## config.mk

```make
export PLATFORM = sky130hd
export DESIGN_NAME = cmd_issue_tracker
export DESIGN_NICKNAME = d
export VERILOG_FILES = /design/src/rtl/cit_pkg.sv /design/src/rtl/cit_permit.sv /design/src/rtl/cit_cmd_fsm.sv /design/src/rtl/cit_dat_fsm.sv /design/src/rtl/cit_irq_w1c.sv /design/src/rtl/cmd_issue_tracker.sv
export SDC_FILE = /design/constraint.sdc
export NUM_CORES = 1
export LEC_CHECK = 0
export BUFFER_PORTS_ARGS = -buffer_cell sky130_fd_sc_hd__buf_4
export CORE_AREA = 2 2 39 41
export CTS_BUF_LIST = sky130_fd_sc_hd__clkbuf_4 sky130_fd_sc_hd__clkbuf_8 sky130_fd_sc_hd__clkbuf_16
export CTS_CLUSTER_SIZE = 25
export DETAILED_ROUTE_END_ITERATION = 16
export DIE_AREA = 0 0 41 43
export MAX_ROUTING_LAYER = met4
export PLACE_DENSITY = 0.68
export SYNTH_ARGS = -nofsm -noshare
export SYNTH_HDL_FRONTEND = slang
export SYNTH_HIERARCHICAL = 1
export SYNTH_SLANG_ARGS = --single-unit
```

## constraint.sdc

```tcl
create_clock -name clk -period 3.41 [get_ports clk]
set_clock_uncertainty 0.2 [all_clocks]
set_input_delay 0.5115 -clock clk [delete_from_list [all_inputs] [get_ports clk]]
set_output_delay 0.5115 -clock clk [all_outputs]
set_load 0.02 [all_outputs]
```

## src/rtl/cit_pkg.sv

```systemverilog
package cit_pkg;
    typedef enum logic [1:0] {
        C_IDLE = 2'd0,
        C_WAIT = 2'd1,
        C_HALT = 2'd2
    } cmd_st_e;

    typedef enum logic [1:0] {
        D_FREE = 2'd0,
        D_HELD = 2'd1,
        D_BUSY = 2'd2
    } dat_st_e;

    localparam logic [1:0] RSP_WITH_BUSY = 2'b11;

    localparam int IRQ_CC = 0;
    localparam int IRQ_TC = 1;
    localparam int IRQ_IE = 2;
    localparam int IRQ_N  = 3;
endpackage

```

## src/rtl/cit_permit.sv

```systemverilog
module cit_permit #(
    parameter int IDX_W = 6,
    parameter logic [(1<<IDX_W)-1:0] EXEMPT_MASK = '0
) (
    input  logic [IDX_W-1:0] idx,
    input  logic             cmd_free,
    input  logic             dat_free,
    output logic             ok
);
    logic exempt;

    always_comb begin
        exempt = EXEMPT_MASK[idx];
        ok     = cmd_free && (dat_free || exempt);
    end
endmodule

```

## src/rtl/cit_cmd_fsm.sv

```systemverilog
module cit_cmd_fsm
    import cit_pkg::*;
(
    input  logic clk,
    input  logic rst_n,
    input  logic accept,
    input  logic rsp_done,
    input  logic conflict_err,
    input  logic autostop_err,
    output logic inhibit,
    output logic can_take,
    output logic done_evt
);
    cmd_st_e state, nxt;

    always_ff @(posedge clk) begin
        if (!rst_n) state <= C_IDLE;
        else        state <= nxt;
    end

    always_comb begin
        nxt = state;
        unique case (state)
            C_IDLE: if (accept) nxt = C_WAIT;
            C_WAIT: begin
                if (conflict_err || autostop_err) nxt = C_HALT;
                else if (rsp_done)                nxt = C_IDLE;
            end
            C_HALT: if (accept) nxt = C_WAIT;
            default: nxt = C_IDLE;
        endcase
    end

    always_comb begin
        inhibit  = (state != C_IDLE);
        can_take = (state != C_WAIT);
        done_evt = (state == C_WAIT) && (nxt == C_IDLE);
    end
endmodule

```

## src/rtl/cit_dat_fsm.sv

```systemverilog
module cit_dat_fsm
    import cit_pkg::*;
(
    input  logic clk,
    input  logic rst_n,
    input  logic lines_busy,
    input  logic busy_start,
    input  logic busy_release,
    output logic inhibit,
    output logic done_evt
);
    dat_st_e state, nxt;

    always_ff @(posedge clk) begin
        if (!rst_n) state <= D_FREE;
        else        state <= nxt;
    end

    always_comb begin
        nxt = state;
        unique case (state)
            D_FREE: begin
                if (busy_start)      nxt = D_BUSY;
                else if (lines_busy) nxt = D_HELD;
            end
            D_HELD: begin
                if (busy_start)       nxt = D_BUSY;
                else if (!lines_busy) nxt = D_FREE;
            end
            D_BUSY: begin
                if (busy_start)        nxt = D_BUSY;
                else if (busy_release) nxt = lines_busy ? D_HELD : D_FREE;
            end
            default: nxt = D_FREE;
        endcase
    end

    always_comb begin
        inhibit  = (state != D_FREE);
        done_evt = (state != D_FREE) && (nxt == D_FREE);
    end
endmodule

```

## src/rtl/cit_irq_w1c.sv

```systemverilog
module cit_irq_w1c #(
    parameter int N = 3
) (
    input  logic         clk,
    input  logic         rst_n,
    input  logic [N-1:0] set_evt,
    input  logic         clr_wr,
    input  logic [N-1:0] clr_data,
    output logic [N-1:0] status
);
    for (genvar i = 0; i < N; i++) begin : g_bit
        always_ff @(posedge clk) begin
            if (!rst_n)                      status[i] <= 1'b0;
            else if (set_evt[i])             status[i] <= 1'b1;
            else if (clr_wr && clr_data[i])  status[i] <= 1'b0;
        end
    end
endmodule

```

## src/rtl/cmd_issue_tracker.sv

```systemverilog
module cmd_issue_tracker
    import cit_pkg::*;
#(
    parameter int IDX_W = 6,
    parameter logic [(1<<IDX_W)-1:0] EXEMPT_MASK =
        ((1<<IDX_W)'(1) << 0)  | ((1<<IDX_W)'(1) << 12) |
        ((1<<IDX_W)'(1) << 13) | ((1<<IDX_W)'(1) << 52)
) (
    input  logic             clk,
    input  logic             rst_n,
    input  logic             cmd_wr,
    input  logic [IDX_W-1:0] cmd_idx,
    input  logic [1:0]       rsp_type,
    input  logic             rsp_done,
    input  logic             conflict_err,
    input  logic             autostop_err,
    input  logic             dat_active,
    input  logic             rd_xfer_active,
    input  logic             rd_wait,
    input  logic             busy_release,
    input  logic [IDX_W-1:0] query_idx,
    input  logic             irq_clr_wr,
    input  logic [2:0]       irq_clr_data,
    output logic             cmd_inhibit,
    output logic             dat_inhibit,
    output logic             issue_ok,
    output logic [2:0]       irq_status
);
    logic can_take, wr_ok, accept, reject;
    logic cmd_done, dat_done, busy_start, lines_busy;
    logic [IRQ_N-1:0] set_evt;

    cit_permit #(.IDX_W(IDX_W), .EXEMPT_MASK(EXEMPT_MASK)) u_query (
        .idx      (query_idx),
        .cmd_free (!cmd_inhibit),
        .dat_free (!dat_inhibit),
        .ok       (issue_ok)
    );

    cit_permit #(.IDX_W(IDX_W), .EXEMPT_MASK(EXEMPT_MASK)) u_write (
        .idx      (cmd_idx),
        .cmd_free (can_take),
        .dat_free (!dat_inhibit),
        .ok       (wr_ok)
    );

    always_comb begin
        accept     = cmd_wr && wr_ok;
        reject     = cmd_wr && !wr_ok;
        busy_start = accept && (rsp_type == RSP_WITH_BUSY);
        lines_busy = dat_active || rd_xfer_active || rd_wait;
        set_evt            = '0;
        set_evt[IRQ_CC]    = cmd_done;
        set_evt[IRQ_TC]    = dat_done;
        set_evt[IRQ_IE]    = reject;
    end

    cit_cmd_fsm u_cmd (
        .clk          (clk),
        .rst_n        (rst_n),
        .accept       (accept),
        .rsp_done     (rsp_done),
        .conflict_err (conflict_err),
        .autostop_err (autostop_err),
        .inhibit      (cmd_inhibit),
        .can_take     (can_take),
        .done_evt     (cmd_done)
    );

    cit_dat_fsm u_dat (
        .clk          (clk),
        .rst_n        (rst_n),
        .lines_busy   (lines_busy),
        .busy_start   (busy_start),
        .busy_release (busy_release),
        .inhibit      (dat_inhibit),
        .done_evt     (dat_done)
    );

    cit_irq_w1c #(.N(IRQ_N)) u_irq (
        .clk      (clk),
        .rst_n    (rst_n),
        .set_evt  (set_evt),
        .clr_wr   (irq_clr_wr),
        .clr_data (irq_clr_data),
        .status   (irq_status)
    );
endmodule

```

=== Word level (Yosys, flattened, before mapping) ===
Memory sizes are Yosys's and may differ from the RTL's.
Index checks and enable logic that the tools add are counted.

* Flip-flop bits (word level): 7
* Latch bits: 0
* Memory bits (writable): 0
* ROM bits: 128
* Memories: 2

* $add $sub $neg: 0
* Multipliers: 0
* Div/mod/pow operators: 0
* $lt $le $gt $ge: 2
* Equal/unequal tests: 6
* Shift-type cells: 0
* Muxes and demuxes: 20
* Bitwise logic cells: 0
* Reduce and logical (&&, ||, !) cells: 28

{| class="wikitable"
|+ Memory list
! memory !! words !! width !! read ports !! clocked after Yosys merged registers in !! wr ports !! line !! source
|-
| (name not given) || 64 || 1 || 1 || 0 || 0 || cit_permit.sv:13 || <nowiki>exempt = EXEMPT_MASK[idx];</nowiki>
|-
| (name not given) || 64 || 1 || 1 || 0 || 0 || cit_permit.sv:13 ||
|}

{| class="wikitable"
|+ Operator list
! operator !! number
|-
| $mux W2 || 9
|-
| $lt A6 B7 Y1 const B || 2
|-
| $logic_and A1 B1 Y1 || 10
|-
| $reduce_bool A2 Y1 || 5
|-
| $mux W1 || 9
|-
| $logic_not A2 Y1 || 4
|-
| $eq A2 B2 Y1 const B || 3
|-
| $pmux W2 S3 || 1
|-
| $logic_or A1 B1 Y1 || 5
|-
| $eq A2 B1 Y1 const B || 2
|-
| $pmux W2 S2 || 1
|-
| $logic_not A1 Y1 || 3
|-
| $ne A2 B1 Y1 const B || 1
|-
| $reduce_or A2 Y1 || 1
|}

=== Logic depth before layout (Yosys ltp) ===
Gate-level depths: netlist of the first run.

* Depth after elaboration: 11
* Gate-level depth with buffers: 9

=== By module ===
Netlist of the first run, hierarchy kept.

{| class="wikitable"
|+ Modules (own cells, without submodules)
! module !! instances !! cells each !! area each (um2) !! seq. area each (um2)
|-
| cit_cmd_fsm || 1 || 12 || 116.4 || 40.0
|-
| cit_dat_fsm || 1 || 12 || 111.4 || 40.0
|-
| cit_irq_w1c || 1 || 12 || 105.1 || 60.1
|-
| cit_permit at u_write || 1 || 7 || 52.6 || 0.0
|-
| cit_permit at u_query || 1 || 9 || 43.8 || 0.0
|-
| cmd_issue_tracker || 1 || 6 || 35.0 || 0.0
|}

=== Worst setup path before layout of the first run ===
No wires, ideal clock.

* Path type: input -> register
* Start point: input cmd_idx[2]
* End point: register u_irq.status[1]
* Library setup time: 0.121 ns
* Arrival time: 2.106 ns
* Required time: 3.089 ns
* Slack: 0.983 ns
* Cell stages on the path: 8
* Path buffers: 0
* Cell sequence: or3_1 > a2111oi_2 > a211o_2 > and4_1 > and4bb_1 > a21o_1 > o21ai_1 > a31oi_1

* Word-level cells in the longest chain between the ends: 11
* Elaborated cells on any way between the ends: 14

{| class="wikitable"
|+ Ends and longest elaborated chain
! element !! line !! source
|-
| start: declaration || cmd_issue_tracker.sv:12 || <nowiki>input logic [IDX_W-1:0] cmd_idx,</nowiki>
|-
| $mem_v2 Z64 W1 * || -- ||
|-
| $mux W1 (not written as such) * || cit_permit.sv:13 ||
|-
| $logic_or A1 B1 Y1 * || cit_permit.sv:14 || <nowiki>ok = cmd_free && (dat_free || exempt);</nowiki>
|-
| $logic_and A1 B1 Y1 * || cit_permit.sv:14 ||
|-
| via wr_ok || cmd_issue_tracker.sv:29 || <nowiki>logic can_take, wr_ok, accept, reject;</nowiki>
|-
| $logic_and A1 B1 Y1 * || cmd_issue_tracker.sv:48 || <nowiki>accept = cmd_wr && wr_ok;</nowiki>
|-
| $logic_and A1 B1 Y1 * || cmd_issue_tracker.sv:50 || <nowiki>busy_start = accept && (rsp_type == RSP_WITH_BUSY);</nowiki>
|-
| via busy_start || cmd_issue_tracker.sv:30 || <nowiki>logic cmd_done, dat_done, busy_start, lines_busy;</nowiki>
|-
| $mux W2 (on tied branches) || cit_dat_fsm.sv:31, cit_dat_fsm.sv:23, cit_dat_fsm.sv:27 ||
|-
| $pmux W2 S3 * || cit_dat_fsm.sv:21 || <nowiki>unique case (state)</nowiki>
|-
| $logic_not A2 Y1 * || cit_dat_fsm.sv:40 || <nowiki>done_evt = (state != D_FREE) && (nxt == D_FREE);</nowiki>
|-
| $logic_and A1 B1 Y1 * || cit_dat_fsm.sv:40 ||
|-
| via dat_done || cmd_issue_tracker.sv:30 ||
|-
| $mux W1 / $reduce_bool A2 Y1 (equally long branches) || -- ||
|-
| end signal: indexed assignment || cit_irq_w1c.sv:13 || <nowiki>if (!rst_n) status[i] <= 1'b0;</nowiki>
|-
| end signal: indexed assignment || cit_irq_w1c.sv:14 || <nowiki>else if (set_evt[i]) status[i] <= 1'b1;</nowiki>
|-
| end signal: indexed assignment || cit_irq_w1c.sv:15 || <nowiki>else if (clr_wr && clr_data[i]) status[i] <= 1'b0;</nowiki>
|-
| end: declaration || cit_irq_w1c.sv:9 || <nowiki>output logic [N-1:0] status</nowiki>
|}

The timed path passes the listed nets; every way through them passes the cells marked *. The select of a mux whose other input is x is not followed.
A chain may end at the register's enable or synchronous reset.

=== Worst setup path in the final report of the first run ===
Ends and elaborated chain as after synthesis.

==> impl_metrics.py, run 1 <==
metrics = {
    "grt": {
        "grt_overflow": 0,
        "grt_pass1_wl_mm": 1.642,
        "grt_usage_pct": 13.65,
        "grt_start_max_net_pins": 9,
        "grt_pass1_vias": 453,
        "antenna_found_initial": 0,
    },
    "final_layout": {
        "filler_cell_count": 143,
        "postLayoutCellArea_um2": 762.0,
        "seqCellArea_um2": 140.1,
        "layout.nets": 124,
        "num_antenna_cells": 0,
        "area_delta_synth_final_pct": 64.15,
        "final_cells": 111,
        "multi_input_area_um2": 297.8,
        "drive_gt1_share_pct": 46.32,
    },
    "critical_path": {
        "reg2reg_depth": 9,
        "crit_arrival_ns": 2.32,
        "required_ns": 3.34,
        "crit_path_top_delay_cell": "or3_1",
        "rr_startpoint": "u_cmd/state[1]",
        "r2r_slack_ns": 1.23,
        "path_max_fanout": 4,
        "cp.buffers_inverters": 1,
        "cp_cell_sequence": "buf_4 -> or3_1 -> a2111oi_2 -> a211o_2 -> and4_1 -> and4bb_1 -> a21o_1 -> o21ai_1 -> a31oi_1",
        "critPathMaxStageDelay_ns": 0.38,
        "crit_path_end_kind": "flop",
        "cp_top_family": "compound AO/OA/AOI/OAI gates",
        "startpoint_type": "input port",
        "crit_type": "in2reg",
        "r2r_end": "u_irq/status[1]",
    },
    "place": {
        "hpwlAfterDp_um": 926.6,
        "placed_area_um2": 732.0,
        "pre_cts_ws_ns": 0.7612,
        "placement.io_buffers": 33,
        "placed_cells": 107,
        "place_congestion": 0.7502,
    },
    "run": {
        "drv_cap": 0,
    },
    "clocking": {
        "insertion_delay_ns": 0.25,
        "tritoncts": "yes",
        "post_cts_buffers": 0,
        "clockBufferDepth": 2,
        "ctsHoldBuffers": 0,
        "cts_inserted_buffers": 3,
        "cts_root_buf": "clkbuf_4",
        "path_clk_slew_ns": 0.06,
        "cts_max_level": 1,
        "cts_sinks": 7,
        "cts_resized": 0,
    },
    "min_path": {
        "hold_end": "u_irq/status[0]",
        "holdPathStages": 2,
        "hold_start": "irq_clr_data[0]",
        "min_path_type": "in2reg",
    },
    "timing": {
        "fin_crit_sh_pct": 69.90,
        "fmaxAchievable_mhz": 419.5,
        "hold_violations": 0,
        "relSlewSlack_pct": 70.28,
        "worstMarginPinSlew_ns": 0.4395,
        "finalSetupViolCount": 0,
        "fin_crit_ns": 2.384,
        "drv_slew": 0,
        "tns_ns": 0,
        "grt_setup_unrepaired": "false",
        "setup_slack_ns": 1.026,
    },
    "logic_synthesis": {
        "syn-cell-area_um2": 464.2,
        "yosysTopAreaCellShare_pct": 30.19,
        "synth_cell_type_count": 31,
        "synthSimpleGateAreaFrac_pct": 36.39,
        "synthTopCellsByArea": "dfxtp_1, inv_1, a31oi_1, o21ai_1, a2111oi_2",
        "synth_top_cell_by_area": "dfxtp_1",
        "avgSynthCellArea_um2": 8.003,
        "yosys_warnings": 6,
        "syn_nets": 86,
        "synthAdderAreaFrac_pct": 0,
        "ys_ff_latch": 7,
        "synthXorXnorAreaFrac_pct": 0,
        "ys_seq_area_share_pct": 30.19,
        "synth_top_family_by_area": "simple AND/OR/NAND/NOR gates",
        "synth-compound-area-share_pct": 27.76,
        "muxShareOfSynthArea_pct": 0,
        "synthCells": 58,
    },
    "floorplanning": {
        "fp.dieW_um": 41,
        "fp.dieH_um": 43,
        "start_util_pct": 33.54,
        "core_area_um2": 1384,
        "rows": 14,
        "fp.dieArea_um2": 1763,
        "io_pins": 34,
    },
    "run_status": {
        "status": "finished clean",
    },
    "detailed_routing": {
        "wire_per_inst_um": 10.06,
        "ant_nets": 0,
        "num_vias": 537,
        "drt_iter0_drc": 6,
        "drc": 0,
        "routed_wl_mm": 1.117,
        "viasPerCell": 4.838,
        "drtPass1Iterations": 4,
    },
    "power_and_ir_drop": {
        "p_leak_nw": 0.3742,
        "vdd_drop_max_mv": 0.2428,
        "design_power_total_w": 0.0002476,
        "p_per_area_nw_per_um2": 324.9,
    },
}
## cell usage after synthesis
master,instances
a2111oi_2,1
a211o_2,1
a211oi_1,1
a21o_1,1
a21oi_1,1
a31o_2,1
a31oi_1,4
and2_1,1
and3_1,1
and4_1,1
and4bb_1,1
and4bb_2,1
dfxtp_1,7
inv_1,7
nand2_1,3
nand2b_1,2
nand2b_4,1
nand3_1,1
nor2_1,4
nor2b_1,2
nor3_1,1
nor3b_1,1
nor4_1,1
nor4b_1,1
o211a_1,1
o21a_1,1
o21ai_0,1
o21ai_1,4
o21bai_1,1
or2_2,2
or3_1,2
## placed cells by master, fill, tap and decap left out, types with 2 or more instances in the layout
master	instances
a31oi_1	4
buf_4	33
clkbuf_4	4
dfxtp_1	7
inv_1	7
nand2_1	3
nand2b_1	2
nor2_1	4
nor2b_1	2
o21ai_1	4
or2_2	2
or3_1	2
## per-layer routing
layer	GRT usage [%]	part of all wire, %
met5	-	0
met4	8.000	0.36
met3	1.571	11
met2	20.31	44
met1	16.99	44
## registers in the layout, summed over array words and instances, names as in the netlist
signal / cells
u_cmd/state: 2
u_dat/state: 2
u_irq/status: 3
## how the worst max path moves through the flow
stage,startpoint,endpoint,slack [ns],cells after the start
floorplan,cmd_idx[2],u_irq/status[1],0.98,8
global placement,cmd_idx[2],u_irq/status[1],0.80,9
detailed placement,cmd_idx[2],u_irq/status[1],0.76,9
CTS,cmd_idx[2],u_irq/status[1],1.03,9
global route,cmd_idx[2],u_irq/status[1],0.93,9
finish,cmd_idx[2],u_irq/status[1],1.03,9
## metrics by stage
stage          hold slack (ns)  util [%]
2_1_floorplan           0.2712         -
3_3_place_gp            0.3049     52.89
3_5_place_dp            0.3084     52.89
4_1_cts                 0.2470     55.06
5_1_grt                 0.2515     55.06
6_report                0.2511     55.06
## cell families after synthesis
group	Yosys count
AND/OR/NAND/NOR	26
AO/OA/AOI/OAI	18
flip-flops	7
buffers and inverters	7
## power by group
| part | switching, W | total (W) | internal (W) |
|---|---|---|---|
| registers | 0.00000375 | 0.0000902 | 0.0000864 |
| clock network | 0.0000314 | 0.0000841 | 0.0000527 |
| logic | 0.0000308 | 0.0000733 | 0.0000425 |
## cell type report
| class | instances | share of cell area, % |
|---|---|---|
| Tap cell | 16 | 2.627 |
| Multi-Input combinational cell | 44 | 39.08 |
| Clock buffer | 4 | 3.941 |
| Timing Repair Buffer | 33 | 32.51 |
| Sequential cell | 7 | 18.39 |
| Inverter | 7 | 3.448 |
No activity file was read; power rests on OpenSTA's default activity.
==> inputs of run 2 (changes only) <==
==> constraint.sdc (replaced) <==
create_clock -name clk -period 2.3 [get_ports clk]
set_clock_uncertainty 0.2 [all_clocks]
set_input_delay 0.345 -clock clk [delete_from_list [all_inputs] [get_ports clk]]
set_output_delay 0.345 -clock clk [all_outputs]
set_load 0.02 [all_outputs]
==> run 2 against run 1 <==
Effect of this change:
- register-to-register slack got worse by 0.92 ns
- critical path type unchanged
- critical path depth unchanged
- largest cell class unchanged
- sequential power up 49%
- core utilization rose by 3.3 points
- sequential cell count unchanged
- final cell count increased by 5.4%
- first-iteration DRC count is 17% higher
- final area increased by 5.9%
- highest routed layer unchanged
- global-route usage increased by 2.0 points
==> impl_metrics.py, run 2 (synthesized netlist as in run 1, its figures left out) <==
metrics = {
    "grt": {
        "antenna_found_initial": 0,
        "grt_start_max_net_pins": 9,
        "grt_pass1_wl_mm": 1.863,
        "grt_usage_pct": 15.64,
        "grt_overflow": 0,
        "grt_pass1_vias": 523,
    },
    "run_status": {
        "status": "finished clean",
    },
    "timing": {
        "drv_slew": 0,
        "finalSetupViolCount": 0,
        "fmaxAchievable_mhz": 464.5,
        "grt_setup_unrepaired": "false",
        "hold_violations": 0,
        "worstMarginPinSlew_ns": 0.4182,
        "relSlewSlack_pct": 71.73,
        "fin_crit_sh_pct": 93.61,
        "fin_crit_ns": 2.153,
        "tns_ns": 0,
    },
    "min_path": {
        "holdPathStages": 2,
        "hold_start": "irq_clr_data[0]",
        "min_path_type": "in2reg",
    },
    "final_layout": {
        "layout.nets": 130,
        "drive_gt1_share_pct": 49.50,
        "largest-register": "u_irq/status",
        "final_cells": 117,
        "top_regs": "u_irq/status (3), u_cmd/state (2), u_dat/state (2)",
        "final_util_pct": 58.32,
        "final_common_cell": "buf_4",
        "area_delta_synth_final_pct": 73.85,
        "num_antenna_cells": 0,
        "largest_register_ffs": 3,
        "postLayoutCellArea_um2": 807.0,
        "layout_common_cells": "buf_4, inv_1, dfxtp_1",
    },
    "clocking": {
        "cts_root_buf": "clkbuf_4",
        "path_clk_slew_ns": 0.05,
        "cts_max_level": 1,
        "cts_sinks": 7,
        "post_cts_buffers": 0,
        "clockBufferDepth": 2,
        "cts_resized": 0,
        "cts_inserted_buffers": 3,
        "ctsHoldBuffers": 0,
        "insertion_delay_ns": 0.25,
        "tritoncts": "yes",
    },
    "critical_path": {
        "startpoint_type": "input port",
        "setup.worst_path.start": "cmd_idx[2]",
        "crit_arrival_ns": 2.09,
        "reg2reg_depth": 10,
        "path_max_fanout": 3,
        "crit_path_end_kind": "flop",
        "required_ns": 2.23,
        "crit_type": "in2reg",
        "rr_startpoint": "u_cmd/state[0]",
    },
    "floorplanning": {
        "start_util_pct": 33.54,
        "fp.dieArea_um2": 1763,
        "rows": 14,
        "core_area_um2": 1384,
        "io_pins": 34,
        "fp.dieW_um": 41,
        "fp.dieH_um": 43,
    },
    "detailed_routing": {
        "drc": 0,
        "viasPerCell": 4.880,
        "wire_per_inst_um": 10.26,
        "drt_iter0_drc": 7,
        "ant_nets": 0,
        "routed_wl_mm": 1.200,
        "drtPass1Iterations": 2,
        "num_vias": 571,
    },
    "place": {
        "place_congestion": 0.7576,
        "placement.io_buffers": 33,
        "placed_area_um2": 769.5,
        "hpwlAfterDp_mm": 1.022,
        "placed_cells": 112,
    },
    "power_and_ir_drop": {
        "design_power_total_w": 0.0003733,
        "vdd_drop_max_mv": 0.3269,
        "p_leak_nw": 0.4042,
        "p_per_area_nw_per_um2": 462.5,
    },
    "run": {
        "drv_cap": 0,
    },
}
-- run 2: cell types whose count changed in the layout (fill, tap and decap cells not counted) --
cell   before  now
buf_4      33   39
-- run 2: worst max-delay path, cell delays in order --
cell,delay (ns)
buf_4,0.11
or3_1,0.38
a2111oi_2,0.35
a211o_2,0.16
and4_1,0.20
and4bb_1,0.22
a21o_1,0.16
o21ai_1,0.11
a31oi_1,0.05
-- run 2: cell type report --
class	instances	area (µm²)
Tap cell	16	20.02
Inverter	7	26.28
Multi-Input combinational cell	44	297.8
Fill cell	139	576.8
Timing Repair Buffer	39	292.8
Sequential cell	7	140.1
Clock buffer	4	30.03
-- run 2: final timing paths --
path	endpoint	slack [ns]
worst max-delay path	u_irq/status[1]	0.15
worst max register to register	u_irq/status[1]	0.31
worst min-delay path	u_irq/status[0]	0.09
worst min register to register	u_irq/status[0]	0.32
-- run 2: power by group --
| group | total (W) | switching (W) | internal [W] |
|---|---|---|---|
| registers | 0.000134 | 0.00000543 | 0.000128 |
| clock network | 0.000122 | 0.0000437 | 0.0000779 |
| logic | 0.000118 | 0.0000476 | 0.0000704 |
| total | 0.000373 | 0.0000967 | 0.000277 |
-- run 2: routing by layer --
metal	vias up	wire (µm)	global-route usage (%)	part of all wire, %
met5	-	0	-	0
li1	298	-	-	-
met3	2	127	3.141	11
met4	0	11	12.00	0.92
met1	248	465	15.11	39
met2	23	595	25.31	50
-- run 2: through the flow --
| stage | hold WS [ns] | worst slack (ns) |
|---|---|---|
| finish | 0.08661 | 0.1471 |
| global route | 0.07391 | 0.03349 |
| CTS | 0.07642 | 0.1248 |
| detailed placement | 0.3073 | -0.1394 |
| global placement | 0.3036 | -0.1074 |
| floorplan | 0.2530 | 0.03948 |
